**config.mk**
```make
export PLATFORM = sky130hd
export DESIGN_NAME = pwm2_balance_top
export DESIGN_NICKNAME = d
export VERILOG_FILES = /design/src/rtl/pwm2_pkg.sv /design/src/rtl/pwm2_ramp.sv /design/src/rtl/pwm2_sense.sv /design/src/rtl/pwm2_gate.sv /design/src/rtl/pwm2_balance_top.sv
export SDC_FILE = /design/constraint.sdc
export NUM_CORES = 1
export LEC_CHECK = 0
export BUFFER_PORTS_ARGS = -buffer_cell sky130_fd_sc_hd__buf_2
export CORE_AREA = 10 10 106 108
export DETAILED_ROUTE_END_ITERATION = 7
export DIE_AREA = 0 0 116 118
export PLACE_DENSITY = 0.49
export SLEW_MARGIN = 40
export SYNTH_ARGS = -nofsm -noshare
export SYNTH_HDL_FRONTEND = slang
export SYNTH_HIERARCHICAL = 1
export SYNTH_SLANG_ARGS = --single-unit
```
**constraint.sdc**
```tcl
create_clock -name clk_i -period 5.3 [get_ports clk_i]
set_clock_uncertainty 0.15 [all_clocks]
set_input_delay 1.06 -clock clk_i [delete_from_list [all_inputs] [get_ports clk_i]]
set_output_delay 1.06 -clock clk_i [all_outputs]
set_load 0.03 [all_outputs]
```
**src/rtl/pwm2_pkg.sv**
```systemverilog
package pwm2_pkg;
  localparam int unsigned NPH = 2;

  function automatic int unsigned duty_ceiling(int unsigned period, int unsigned num,
                                               int unsigned den);
    return (period * num) / den;
  endfunction
endpackage

```
**src/rtl/pwm2_ramp.sv**
```systemverilog
module pwm2_ramp
  import pwm2_pkg::*;
#(
  parameter int unsigned PERIOD = 64,
  localparam int unsigned CNT_W = $clog2(PERIOD)
) (
  input  logic                      clk_i,
  input  logic                      rst_ni,
  output logic [NPH-1:0][CNT_W-1:0] ramp_o,
  output logic [NPH-1:0]            smp_o,
  output logic                      sel_o
);
  localparam int unsigned HALF = PERIOD / 2;

  logic [CNT_W-1:0] cnt_q;

  always_ff @(posedge clk_i or negedge rst_ni) begin
    if (!rst_ni) cnt_q <= '0;
    else if (cnt_q == CNT_W'(PERIOD - 1)) cnt_q <= '0;
    else cnt_q <= cnt_q + 1'b1;
  end

  always_comb begin
    ramp_o[0] = cnt_q;
    ramp_o[1] = (cnt_q >= CNT_W'(HALF)) ? cnt_q - CNT_W'(HALF) : cnt_q + CNT_W'(HALF);
  end

  // sample two counts before each phase's low-side interval ends
  for (genvar p = 0; p < NPH; p++) begin : g_smp
    assign smp_o[p] = (ramp_o[p] == CNT_W'(PERIOD - 2));
  end

  assign sel_o = (cnt_q < CNT_W'(HALF));
endmodule

```
**src/rtl/pwm2_sense.sv**
```systemverilog
module pwm2_sense
  import pwm2_pkg::*;
#(
  parameter int unsigned CUR_W     = 8,
  parameter int unsigned BAL_SHIFT = 1
) (
  input  logic                    clk_i,
  input  logic                    rst_ni,
  input  logic [NPH-1:0]          smp_i,
  input  logic [CUR_W-1:0]        sense_i,
  input  logic [CUR_W-1:0]        ilim_i,
  output logic [NPH-1:0][CUR_W:0] off_o,
  output logic [NPH-1:0]          oc_o
);
  logic [NPH-1:0][CUR_W-1:0] hold_q;
  logic signed [CUR_W:0]     diff;
  logic signed [CUR_W:0]     off0;

  for (genvar p = 0; p < NPH; p++) begin : g_hold
    always_ff @(posedge clk_i or negedge rst_ni) begin
      if (!rst_ni) begin
        hold_q[p] <= '0;
        oc_o[p]   <= 1'b0;
      end else if (smp_i[p]) begin
        hold_q[p] <= sense_i;
        oc_o[p]   <= (sense_i > ilim_i);
      end
    end
  end

  always_comb begin
    diff     = $signed({1'b0, hold_q[0]}) - $signed({1'b0, hold_q[1]});
    off0     = diff >>> BAL_SHIFT;
    off_o[0] = off0;
    off_o[1] = -off0;
  end
endmodule

```
**src/rtl/pwm2_gate.sv**
```systemverilog
module pwm2_gate #(
  parameter int unsigned DEAD = 2,
  localparam int unsigned DT_W = (DEAD < 2) ? 1 : $clog2(DEAD)
) (
  input  logic clk_i,
  input  logic rst_ni,
  input  logic en_i,
  input  logic req_i,
  output logic hs_o,
  output logic ls_o
);
  logic [DT_W-1:0] dt_q;

  always_ff @(posedge clk_i or negedge rst_ni) begin
    if (!rst_ni) begin
      hs_o <= 1'b0;
      ls_o <= 1'b0;
      dt_q <= DT_W'(DEAD - 1);
    end else if (!en_i) begin
      hs_o <= 1'b0;
      ls_o <= 1'b0;
      dt_q <= DT_W'(DEAD - 1);
    end else if (req_i) begin
      if (ls_o) begin
        ls_o <= 1'b0;
        dt_q <= DT_W'(DEAD - 1);
      end else if (!hs_o) begin
        if (dt_q == '0) hs_o <= 1'b1;
        else dt_q <= dt_q - 1'b1;
      end
    end else begin
      if (hs_o) begin
        hs_o <= 1'b0;
        dt_q <= DT_W'(DEAD - 1);
      end else if (!ls_o) begin
        if (dt_q == '0) ls_o <= 1'b1;
        else dt_q <= dt_q - 1'b1;
      end
    end
  end
endmodule

```
**src/rtl/pwm2_balance_top.sv**
```systemverilog
module pwm2_balance_top
  import pwm2_pkg::*;
#(
  parameter int unsigned PERIOD    = 64,
  parameter int unsigned DUTY_NUM  = 3,
  parameter int unsigned DUTY_DEN  = 4,
  parameter int unsigned DEAD      = 2,
  parameter int unsigned CTRL_W    = 8,
  parameter int unsigned CUR_W     = 8,
  parameter int unsigned BAL_SHIFT = 1
) (
  input  logic              clk_i,
  input  logic              rst_ni,
  input  logic              gate_en_i,
  input  logic [CTRL_W-1:0] ctrl_i,
  input  logic [CUR_W-1:0]  ilim_i,
  input  logic [CUR_W-1:0]  sense_i,
  output logic              sense_sel_o,
  output logic [NPH-1:0]    hs_o,
  output logic [NPH-1:0]    ls_o,
  output logic              oc_o
);
  localparam int unsigned CNT_W    = $clog2(PERIOD);
  localparam int unsigned DUTY_MAX = duty_ceiling(PERIOD, DUTY_NUM, DUTY_DEN);
  localparam int unsigned TW       = ((CTRL_W > CUR_W) ? CTRL_W : CUR_W) + CNT_W + 2;
  localparam logic signed [TW-1:0] DMAX_S = TW'(DUTY_MAX);

  logic [NPH-1:0][CNT_W-1:0] ramp;
  logic [NPH-1:0]            smp;
  logic [NPH-1:0][CUR_W:0]   off;
  logic [NPH-1:0]            oc;

  pwm2_ramp #(.PERIOD(PERIOD)) ramp_i (
    .clk_i (clk_i),
    .rst_ni(rst_ni),
    .ramp_o(ramp),
    .smp_o (smp),
    .sel_o (sense_sel_o)
  );

  pwm2_sense #(.CUR_W(CUR_W), .BAL_SHIFT(BAL_SHIFT)) sense_i_u (
    .clk_i  (clk_i),
    .rst_ni (rst_ni),
    .smp_i  (smp),
    .sense_i(sense_i),
    .ilim_i (ilim_i),
    .off_o  (off),
    .oc_o   (oc)
  );

  for (genvar p = 0; p < NPH; p++) begin : g_ph
    logic signed [TW-1:0] th;
    logic [CNT_W:0]       nlim;
    logic                 req;

    // offset raises or lowers the ramp: equivalent to shifting the threshold
    always_comb begin
      th = TW'(ctrl_i) - TW'($signed(off[p]));
      if (th < 0) nlim = '0;
      else if (th > DMAX_S) nlim = (CNT_W + 1)'(DUTY_MAX);
      else nlim = th[CNT_W:0];
      req = !oc[p] && ({1'b0, ramp[p]} < nlim);
    end

    pwm2_gate #(.DEAD(DEAD)) gate_i (
      .clk_i (clk_i),
      .rst_ni(rst_ni),
      .en_i  (gate_en_i),
      .req_i (req),
      .hs_o  (hs_o[p]),
      .ls_o  (ls_o[p])
    );
  end

  assign oc_o = |oc;
endmodule

```
==> After elaboration in Yosys (flattened, before gate mapping) <==
Index checks and enable logic that the tools add are counted.
{ "totals": {"elab_cells": 85, "out_inout_bits": 6, "ff_bits": 30} }
{ "op_classes": {"n_mux": 38, "n_addsub": 9, "order_cmp": 9, "n_eq_ne": 11, "reduce_logical": 7} }
{ "ops": {"columns": ["cell", "count"], "rows": [
  ["$mux 1", 32],
  ["$mux 7", 4],
  ["$gt 10x7->1 const B", 2],
  ["$lt 10x1->1 const B", 2],
  ["$eq 6x6->1 const B", 3],
  ["$lt 6x7->1", 2],
  ["$mux 6", 2],
  ["$sub 9x8->10", 1],
  ["$sub 9x9->10", 1],
  ["$neg 8->9", 1],
  ["$sub 8x8->9", 1],
  ["$gt 8x8->1", 1],
  ["$ne 4x2->1 const B", 2],
  ["$ne 4x4->1 const B", 2],
  ["$add 6x1->6 const B", 1],
  ["$add 6x6->6 const B", 1],
  ["$ge 6x6->1 const B", 1],
  ["$lt 6x6->1 const B", 1],
  ["$ne 3x2->1 const B", 2],
  ["$ne 3x3->1 const B", 2],
  ["$sub 6x6->6 const B", 1],
  ["$reduce_and 2->1", 2],
  ["$logic_and 1x1->1", 2],
  ["$logic_not 1->1", 2],
  ["other kinds (2)", 3]
]} }

==> Longest topological paths before layout <==
Gate-level depths: netlist of run 1.
{ "depth": {"depth_word": 10, "ltp_mapped": 25, "ltp_nobuf": 25} }

==> Hierarchy <==
The synthesis of run 1 kept the hierarchy.
{ "by_module_without_submodules": {"columns": ["module", "n_inst", "area_each_um2", "cells_per_inst"], "rows": [
  ["pwm2_sense", 1, 1385.1, 143],
  ["pwm2_balance_top", 1, 1134.8, 150],
  ["pwm2_ramp", 1, 349.1, 34],
  ["pwm2_gate", 2, 135.1, 11]
]} }

==> Worst setup path before layout of run 1 <==
OpenSTA, ideal clock, no wires.
{ "synth_timing": {"path_kind": "reg2reg", "from": "reg sense_i_u/hold_q[0] (netlist bit)", "to": "reg g_ph[0].gate_i.dt_q", "setup_ps": 85, "period_less_slack_ps": 4905, "t_arrival_ps": 4670, "slack_ps": 395, "t_required_ps": 5065, "n_path_buf": 0, "path_stages_with_launch": 20, "cell_sequence": "dfrtp_1 -> nand2b_1 -> fa_1 -> a21oi_1 -> o21bai_1 -> xor2_1 -> inv_1 -> ha_1 -> a21o_1 -> a21oi_1 -> a211oi_1 -> a311o_1 -> a211oi_4 -> nand3_1 -> ha_1 -> or4_1 -> a2111oi_0 -> a31o_1 -> mux2i_1 -> a31oi_1"} }
{ "synth_lines": {"columns": ["item", "line_no", "source"], "rows": [
  ["start, declared", "pwm2_sense.sv:15", "logic [NPH-1:0][CUR_W-1:0] hold_q;"],
  ["start signal, assigned by index", "pwm2_sense.sv:25", "hold_q[p] <= sense_i;"],
  ["end signal, assigned", "pwm2_gate.sv:18", "dt_q <= DT_W'(DEAD - 1);"],
  ["end signal, assigned", "pwm2_gate.sv:22", "dt_q <= DT_W'(DEAD - 1);"],
  ["end signal, assigned", "pwm2_gate.sv:26", "dt_q <= DT_W'(DEAD - 1);"],
  ["end, declared", "pwm2_gate.sv:12", "logic [DT_W-1:0] dt_q;"]
]} }

==> results of run 1 <==
## worst max-delay path: stages (launching register included)
cell	delay, ns
dfrtp_1	0.37
nand2b_1	0.18
fa_2	0.37
a21oi_2	0.16
o21bai_1	0.11
xor2_2	0.18
buf_4	0.16
nor4_4	0.30
nand3_1	0.12
xor2_1	0.15
inv_1	0.09
ha_4	0.24
a21oi_2	0.13
xnor2_1	0.13
nand2b_1	0.07
mux2i_1	0.18
o221a_2	0.26
nand2b_1	0.08
ha_1	0.30
a211oi_1	0.26
a31oi_1	0.13
o41ai_1	0.37
buf_4	0.20
mux2i_1	0.17
a31oi_1	0.09
## layout make-up
class,count,area (µm²)
clock buffer,7,86.3
clock inverter,1,5.00
timing repair buffer,48,280
multi-input combinational,261,2270
inverter,48,180
tap,111,139
fill,909,5400
sequential,30,753
## cells in the mapped netlist, types with 3 or more instances
master,number,area (µm²)
o21a_1,9,67.6
a211oi_1,3,22.5
fa_1,3,60.1
a21oi_1,12,60.1
inv_1,48,180
clkbuf_1,3,11.3
ha_1,45,563
a31oi_1,6,37.5
xor2_1,9,78.8
xnor2_1,14,123
a21oi_2,3,26.3
and3_2,3,22.5
nand2_1,20,75.1
nor3b_1,3,22.5
nor2b_1,7,43.8
nand3b_1,3,22.5
mux2i_1,3,30.0
dfrtp_1,28,701
buf_4,7,52.6
mux2_2,11,124
o21bai_1,4,30.0
a21o_1,7,52.6
nand2b_1,9,56.3
nand3_1,8,40.0
o21ai_0,20,100
nor2_1,14,52.6
nor3_1,4,20.0
## state kept, by name, indices dropped and copies added (netlist names)
register / count
sense_i_u/oc_o: 2
ramp_i/cnt_q: 6
g_ph.gate_i/dt_q: 2
sense_i_u/hold_q: 16
g_ph.gate_i/ls_o: 2
g_ph.gate_i/hs_o: 2
## final timing paths
check	from	end	cells past startpoint
worst max-delay path	sense_i_u/hold_q[0]$_DFFE_PN0P_	g_ph[1].gate_i/dt_q$_DFFE_PN1P_	24
worst min-delay path	g_ph[1].gate_i/dt_q$_DFFE_PN1P_	g_ph[1].gate_i/dt_q$_DFFE_PN1P_	2
worst max register to register	sense_i_u/hold_q[0]$_DFFE_PN0P_	g_ph[1].gate_i/dt_q$_DFFE_PN1P_	24
worst min register to register	g_ph[1].gate_i/dt_q$_DFFE_PN1P_	g_ph[1].gate_i/dt_q$_DFFE_PN1P_	2
max in group asynchronous	rst_ni	g_ph[1].gate_i/ls_o$_DFFE_PN0P_	1
min in group asynchronous	rst_ni	sense_i_u/hold_q[5]$_DFFE_PN0P_	1
## report_power, final
part,internal (mW),switching [mW]
Combinational,0.163,0.186
Sequential,0.247,0.0135
Clock,0.105,0.0847
## metal layers
| layer | track usage [%] | vias to the layer above | part of all wire [%] |
|---|---|---|---|
| li1 | - | 1317 | - |
| met3 | 2.14 | 5 | 3.7 |
| met2 | 16.1 | 40 | 43 |
| met5 | 0 | - | 0 |
| met1 | 15.1 | 1171 | 52 |
| met4 | 2.82 | 0 | 0.97 |
## kinds of logic (layout without fill, tap and decap cells)
logic type,count (synthesis),in the layout,synth area share [%]
compound gates,94,94,22.1
xor+xnor,25,25,7.45
mux,14,14,4.90
buf+inv,58,104,7.77
fa+ha+maj,48,48,19.8
simple gates,80,80,13.9
flops,30,30,24.0
## metrics by stage
step                      worst slack [ns]  setup TNS, ns
after global placement             -0.0859         -0.126
final                                0.269              0
after global routing               -0.0171        -0.0306
after CTS                           0.0144              0
after floorplan                      0.395              0
after detailed placement            -0.102         -0.161
## timing repair
item	4_1_cts	5_1_grt
pin swaps	0	7
cloned	0	0
gates resized for setup	1	18
setup buffers	0	6
endpoints found under the setup margin	2	6
==> flow_metrics.py, run 1 <==
metrics = {
    "outcome": {
        "status": "finished clean",
    },
    "worst_setup_path": {
        "r2r_slack_ns": 0.27,
        "start_kind": "register",
        "endpoint_kind": "register",
        "path_class": "register to register",
        "cp.arrival_ns": 5.08,
        "path_max_fanout": 6,
        "cp.required_ns": 5.35,
    },
    "clocking": {
        "cts_root_buffer": "clkbuf_8",
        "cts.sinks": 30,
        "cts-buffers-inserted": 5,
        "ctsHoldBuffers": 0,
        "cts.path.max_buffers": 2,
        "h-tree-depth": 2,
        "tritoncts": "yes",
        "clk_pin_slew_ns": 0.06,
        "clk_latency_ns": 0.28,
    },
    "synthesis": {
        "synth_seq_area_share_pct": 24.0,
        "syn_area_um2": 3140,
        "synth-edff-count": 0,
        "yosysUniqueCellTypes": 60,
        "ys.flop_type": "dfrtp_1",
        "synth.avg_cell_area_um2": 9.00,
        "yosys_warnings": 6,
        "netlist_instances": 349,
        "ys_ff_latch": 30,
        "synth_nets": 424,
        "synthArstFlopShare_pct": 100,
    },
    "floorplan": {
        "dieArea_um2": 13700,
        "core_um2": 9110,
        "start_util_pct": 34.5,
        "die_h_um": 118,
        "die_w_um": 116,
        "ios": 33,
        "row_count": 35,
    },
    "detailed_routing": {
        "ant_nets": 0,
        "wire_per_inst_um": 14.2,
        "drc": 0,
        "firstDrtPassIters": 4,
        "viasPerCell": 5.01,
        "drtIter0Drc": 84,
        "dr_total_vias": 2533,
        "drt-total-wl_um": 7200,
    },
    "placement": {
        "io_buffers": 32,
        "place_congestion": 0.869,
        "placed_cell_area_um2": 3450,
        "dpl.hpwl_um": 5950,
        "dp_cells": 492,
    },
    "finish": {
        "diodes": 0,
        "instances_no_fill": 506,
        "final_common_cell": "inv_1",
        "final_nets": 469,
        "stdcell_area_um2": 3710,
        "areaGrowthSynthToFinish_pct": 18.3,
        "mostFrequentLayoutCells": "inv_1 (48), ha_1 (41), buf_2 (32), dfrtp_1 (28)",
        "final_core_util_pct": 40.8,
        "drive_above_1_share_pct": 26.8,
    },
    "flow_run": {
        "maxCapViolations": 0,
    },
    "timing": {
        "timing.hold.ws_ns": 0.354,
        "report.final.slew_viol_count": 0,
        "slew_headroom_pct": 54.0,
        "worst_pin_slew_ns": 0.690,
        "hold_viol_final": 0,
        "rsz0062_at_grt": "yes",
        "fin_crit_ns": 5.03,
        "setup_viol": 0,
        "post-route-period-util_pct": 94.9,
        "timing.fmax_mhz": 199,
    },
    "grt": {
        "grt_pass1_vias": 2579,
        "grtUsageTotal_pct": 10.7,
        "overflow": 0,
        "grt_max_degree": 31,
        "antenna_found_initial": 0,
        "grt_pass1_wl_um": 12300,
    },
    "power_and_ir_drop": {
        "p_per_area_nw_per_um2": 215,
        "finalPower_mw": 0.798,
        "p_leak_nw": 1.87,
        "ir_drop_v": 0.000182,
    },
    "min_path": {
        "min_path_type": "register to register",
    },
}
Power figures use the tool's default switching activity.
==> run 2: changes to the inputs <==
BUFFER_PORTS_ARGS = not set   (was -buffer_cell sky130_fd_sc_hd__buf_2)
DONT_BUFFER_PORTS = 1   (was not set)
PLACE_DENSITY = 0.46   (was 0.49)
==> flow_metrics.py, run 2 (synthesis results as in run 1) <==
metrics = {
    "placement": {
        "place_congestion": 0.874,
        "place_ws_ns": -0.0901,
        "io_buffers": 0,
        "dp_cells": 462,
        "dpl.hpwl_um": 5880,
        "placed_cell_area_um2": 3300,
    },
    "finish": {
        "final_common_cell": "inv_1",
        "multi_input_area_um2": 2310,
        "final_nets": 439,
        "areaGrowthSynthToFinish_pct": 15.6,
        "largest-register": "sense_i_u/hold_q",
        "final_core_util_pct": 39.8,
        "largest_reg_flops": 16,
        "drive_above_1_share_pct": 23.0,
        "diodes": 0,
        "ff_latch_area_um2": 753,
        "largestRegisters": "sense_i_u/hold_q x16, ramp_i/cnt_q x6",
        "fillers": 928,
        "mostFrequentLayoutCells": "inv_1 (48), ha_1 (39), dfrtp_1 (28), o21ai_0 (19), nand2_1 (19)",
        "instances_no_fill": 476,
        "stdcell_area_um2": 3630,
    },
    "clocking": {
        "cts.sinks": 30,
        "tritoncts": "yes",
        "clk_latency_ns": 0.28,
        "cts-buffers-inserted": 5,
        "h-tree-depth": 2,
        "cts_root_buffer": "clkbuf_8",
        "ctsHoldBuffers": 0,
        "clk_pin_slew_ns": 0.07,
        "cts.path.max_buffers": 2,
    },
    "floorplan": {
        "core_um2": 9110,
        "row_count": 35,
        "start_util_pct": 34.5,
        "die_w_um": 116,
        "dieArea_um2": 13700,
        "ios": 33,
        "die_h_um": 118,
    },
    "grt": {
        "grtUsageTotal_pct": 10.9,
        "antenna_found_initial": 0,
        "overflow": 0,
        "grt_max_degree": 31,
        "grt_pass1_vias": 2440,
        "grt_pass1_wl_um": 12300,
    },
    "detailed_routing": {
        "drt-total-wl_um": 7250,
        "ant_nets": 0,
        "drtIter0Drc": 125,
        "dr_total_vias": 2422,
        "wire_per_inst_um": 15.2,
        "drc": 0,
        "firstDrtPassIters": 4,
        "viasPerCell": 5.09,
    },
    "worst_setup_path": {
        "path_buf_inv": 4,
        "endpoint_kind": "register",
        "start_kind": "register",
        "path_max_fanout": 4,
        "critPathSlowestCell": "dfrtp_1",
        "crit_top_cell": "o21a_1",
        "cp_top_family": "compound AO/OA/AOI/OAI gates",
        "cp.required_ns": 5.35,
        "crit_path_max_incr_delay_ns": 0.36,
        "path_class": "register to register",
        "cp.arrival_ns": 5.02,
    },
    "timing": {
        "slew_headroom_pct": 68.6,
        "worst_pin_slew_ns": 0.470,
        "setup_viol": 0,
        "report.final.slew_viol_count": 0,
        "hold_viol_final": 0,
        "fin_crit_ns": 4.97,
        "worst_slack_ns": 0.333,
        "timing.fmax_mhz": 201,
        "post-route-period-util_pct": 93.7,
    },
    "power_and_ir_drop": {
        "ir_drop_v": 0.000161,
        "p_leak_nw": 1.76,
        "p_per_area_nw_per_um2": 230,
        "finalPower_mw": 0.835,
    },
    "flow_run": {
        "maxCapViolations": 0,
    },
    "outcome": {
        "status": "finished clean",
    },
    "min_path": {
        "min_path_type": "input pin to async pin",
    },
}
==> run 2: per-stage QoR <==
| step | hold slack (ns) | setup TNS, ns |
|---|---|---|
| after floorplan | 0.321 | 0 |
| after global placement | 0.332 | -0.0142 |
| after detailed placement | 0.340 | -0.147 |
| after CTS | 0.306 | 0 |
| after global routing | 0.296 | -0.0181 |
| final | 0.319 | 0 |
==> run 2: worst reg2reg max path, stage by stage, from the launching register on <==
cell and delay (ns):
dfrtp_1 0.36, inv_1 0.07, ha_2 0.32, a21o_1 0.17, a31o_2 0.28, nand3_1 0.11
nand2_1 0.09, xnor2_2 0.20, buf_4 0.14, xor2_1 0.13, inv_1 0.06, ha_1 0.30
a21o_1 0.20, a31oi_1 0.16, nand2_2 0.12, a41o_1 0.23, o221a_2 0.27, nand2b_1 0.09
ha_1 0.22, o21a_1 0.16, o21a_1 0.16, o21a_1 0.15, o21ai_0 0.15, nand2_1 0.07
o41ai_1 0.07, buf_4 0.19, mux2i_1 0.18, a31oi_1 0.10
==> run 2: worst paths after layout <==
kind | from | end | slack, ns | cells after the start
setup reg to reg | sense_i_u/hold_q[10]$_DFFE_PN0P_ | g_ph[1].gate_i/dt_q$_DFFE_PN1P_ | 0.33 | 27
hold / removal | rst_ni | sense_i_u/hold_q[11]$_DFFE_PN0P_ | 0.32 | 0
min in group clk_i | g_ph[0].gate_i/dt_q$_DFFE_PN1P_ | g_ph[0].gate_i/dt_q$_DFFE_PN1P_ | 0.35 | 2
setup / recovery | sense_i_u/hold_q[10]$_DFFE_PN0P_ | g_ph[1].gate_i/dt_q$_DFFE_PN1P_ | 0.33 | 27
max in group asynchronous | rst_ni | g_ph[0].gate_i/dt_q$_DFFE_PN1P_ | 4.51 | 0
hold reg to reg | g_ph[0].gate_i/dt_q$_DFFE_PN1P_ | g_ph[0].gate_i/dt_q$_DFFE_PN1P_ | 0.35 | 2
==> run 2: report_power, final <==
group | internal, mW | switching [mW]
clock | 0.138 | 0.0893
combinational | 0.166 | 0.169
sequential | 0.246 | 0.0275
total | 0.550 | 0.285
==> run 2: final cells by class <==
class / count / share of cell area, %
timing repair buffer: 18 / 3.72
clock inverter: 3 / 1.10
multi-input combinational: 261 / 63.7
clock buffer: 5 / 1.90
sequential: 30 / 20.8
tap: 111 / 3.83
inverter: 48 / 4.96
==> run 2: timing repair <==
action | 4_1_cts | 5_1_grt
setup buffers | 0 | 6
resized for setup | 2 | 29
pin swaps | 0 | 10
setup endpoints to repair | 3 | 6
==> run 2: layer usage <==
metal | vias up | routed length [µm] | global-route usage, %
met2 | 28 | 2990 | 14.9
met4 | 0 | 41 | 2.97
met5 | - | 0 | 0
met3 | 2 | 352 | 2.80
li1 | 1258 | - | -
met1 | 1134 | 3860 | 16.1
==> run 3: changes to the inputs <==
clock period = 5.4 ns   (was 5.3 ns; I/O delays follow)
==> flow_metrics.py, run 3 (synthesis results as in run 1) <==
metrics = {
    "outcome": {
        "status": "finished clean",
    },
    "grt": {
        "grt_max_degree": 31,
        "gr-usage-met1_pct": 15.2,
        "busiest_layer": "met2",
        "overflow": 0,
        "grtUsageMet2_pct": 15.2,
        "grt_pass1_wl_um": 12100,
        "antenna_found_initial": 0,
        "grt_pass1_vias": 2366,
        "grtUsageTotal_pct": 10.7,
        "grtUsageMet3_pct": 3.06,
    },
    "clocking": {
        "cts_root_buffer": "clkbuf_8",
        "h-tree-depth": 2,
        "clk_pin_slew_ns": 0.07,
        "tritoncts": "yes",
        "cts.sinks": 30,
        "cts-buffers-inserted": 5,
        "cts.path.max_buffers": 2,
        "clk_latency_ns": 0.28,
    },
    "timing": {
        "setup_viol": 0,
        "tns_ns": 0,
        "report.final.slew_viol_count": 0,
        "slew_headroom_pct": 68.0,
        "post-route-period-util_pct": 93.4,
        "worst_pin_slew_ns": 0.477,
        "worst_slack_ns": 0.358,
        "fin_crit_ns": 5.04,
        "hold_viol_final": 0,
        "timing.fmax_mhz": 198,
    },
    "power_and_ir_drop": {
        "p_int_mw": 0.487,
        "p_per_area_nw_per_um2": 219,
        "p_switching_mw": 0.264,
        "p_sw_share_pct": 35.2,
        "comb_power_share_pct": 39.3,
        "seqPwrFrac_pct": 35.8,
        "clockPowerShare_pct": 24.9,
        "p_leak_nw": 1.69,
        "ir_drop_v": 0.000177,
    },
    "finish": {
        "stdcell_area_um2": 3430,
        "largest-register": "sense_i_u/hold_q",
        "ff_latch_area_um2": 753,
        "final_nets": 430,
        "drive_above_1_share_pct": 17.1,
        "areaGrowthSynthToFinish_pct": 9.29,
        "largest_reg_flops": 16,
        "final_common_cell": "inv_1",
        "final_core_util_pct": 37.7,
        "multi_input_area_um2": 2200,
        "diodes": 0,
        "fillers": 929,
        "largestRegisters": "sense_i_u/hold_q x16, ramp_i/cnt_q x6",
        "mostFrequentLayoutCells": "inv_1 (48), ha_1 (43), dfrtp_1 (28), o21ai_0 (19), nand2_1 (19)",
    },
    "placement": {
        "io_buffers": 0,
        "placed_cell_area_um2": 3240,
        "place_ws_ns": 0.0470,
        "place_congestion": 0.830,
        "dpl.hpwl_um": 5870,
    },
    "min_path": {
        "min_path_type": "input pin to async pin",
    },
    "floorplan": {
        "row_count": 35,
        "core_um2": 9110,
        "die_h_um": 118,
        "ios": 33,
        "die_w_um": 116,
        "start_util_pct": 34.5,
        "dieArea_um2": 13700,
    },
    "flow_run": {
        "maxCapViolations": 0,
    },
    "worst_setup_path": {
        "critPathSlowestCell": "or4_1",
        "endpoint_kind": "register",
        "cp.arrival_ns": 5.10,
        "r2r_slack_ns": 0.36,
        "start_kind": "register",
        "path_class": "register to register",
        "cp-startpoint": "sense_i_u/hold_q[10]$_DFFE_PN0P_",
        "crit_chain": "inv_1 > ha_2 > a21o_1 > a31o_2 > nand3_1 > nand2_1 > xnor2_2 > inv_1 > ha_1 > o2111ai_1 > a31o_1 > a311o_1 > a211oi_4 > nand3_1 > ha_1 > or4_1 > a2111oi_0 > a31o_1 > mux2i_1 > a31oi_1",
        "r2r_start": "sense_i_u/hold_q[10]$_DFFE_PN0P_",
        "reg2reg_depth": 20,
        "r2r_end": "g_ph[0].gate_i/dt_q$_DFFE_PN1P_",
        "cp.required_ns": 5.46,
        "crit_path_max_incr_delay_ns": 0.51,
        "path_max_fanout": 5,
        "cp-endpoint": "g_ph[0].gate_i/dt_q$_DFFE_PN1P_",
    },
    "detailed_routing": {
        "wire_per_inst_um": 15.1,
        "dr_total_vias": 2380,
        "drtIter0Drc": 127,
        "viasPerCell": 5.10,
        "firstDrtPassIters": 4,
        "drt-total-wl_um": 7070,
        "ant_nets": 0,
        "drc": 0,
    },
}
[run 3: area by class of cell]
class | instances | share of cell area [%]
repair buffers | 9 | 1.97
well taps | 111 | 4.05
clock buffers | 7 | 2.52
multi-input cells | 261 | 64.1
inverters | 48 | 5.25
flip-flops and latches | 30 | 22.0
clock inverters | 1 | 0.146
[run 3: worst max-delay path: cells and delay by family (launching register included)]
family	cells	cell delay, ns
flops	1	0.36
simple gates	4	0.82
buf+inv	2	0.15
fa+ha+maj	3	0.88
mux	1	0.20
compound gates	9	2.20
xor+xnor	1	0.20
[run 3: power by group through the flow]
stage / combinational (mW) / clock (mW) / sequential [mW]
after floorplan: 0.227 / 0 / 0.268
after global placement: 0.279 / 0 / 0.273
after detailed placement: 0.279 / 0 / 0.273
after CTS: 0.282 / 0.199 / 0.269
after global routing: 0.338 / 0.205 / 0.272
final: 0.295 / 0.187 / 0.269
[run 3: worst min-delay path by stage]
stage / slack, ns / startpoint / depth (start not counted) / endpoint
6_report: 0.34 / rst_ni / 0 / ramp_i/cnt_q[4]$_DFF_PN0_
5_1_grt: 0.32 / rst_ni / 0 / ramp_i/cnt_q[4]$_DFF_PN0_
4_1_cts: 0.32 / rst_ni / 0 / g_ph[1].gate_i/hs_o$_DFFE_PN0P_
3_5_place_dp: 0.34 / g_ph[0].gate_i/dt_q$_DFFE_PN1P_ / 2 / g_ph[0].gate_i/dt_q$_DFFE_PN1P_
3_3_place_gp: 0.33 / sense_i_u/hold_q[0]$_DFFE_PN0P_ / 1 / sense_i_u/hold_q[0]$_DFFE_PN0P_
2_1_floorplan: 0.32 / g_ph[0].gate_i/dt_q$_DFFE_PN1P_ / 2 / g_ph[0].gate_i/dt_q$_DFFE_PN1P_
[run 3: what timing repair did]
| item | 4_1_cts | 5_1_grt |
|---|---|---|
| hold buffers | 0 | 0 |
| gates resized for setup | 0 | 12 |
| setup endpoints to repair | 0 | 6 |
| setup buffers | 0 | 5 |
[run 3: stage by stage]
step | instances | power [mW] | hold WS, ns
2_1_floorplan | 349 | 0.495 | 0.321
3_3_place_gp | 454 | 0.553 | 0.331
3_5_place_dp | 454 | 0.553 | 0.340
4_1_cts | 462 | 0.750 | 0.321
5_1_grt | 467 | 0.815 | 0.319
6_report | 467 | 0.751 | 0.339
[run 3: per-layer routing]
metal	vias to the layer above	part of all wire [%]	wire length, µm
li1	1236	-	-
met3	5	5.7	406
met4	0	0.99	70
met1	1100	51	3610
met2	39	42	2980
met5	-	0	0
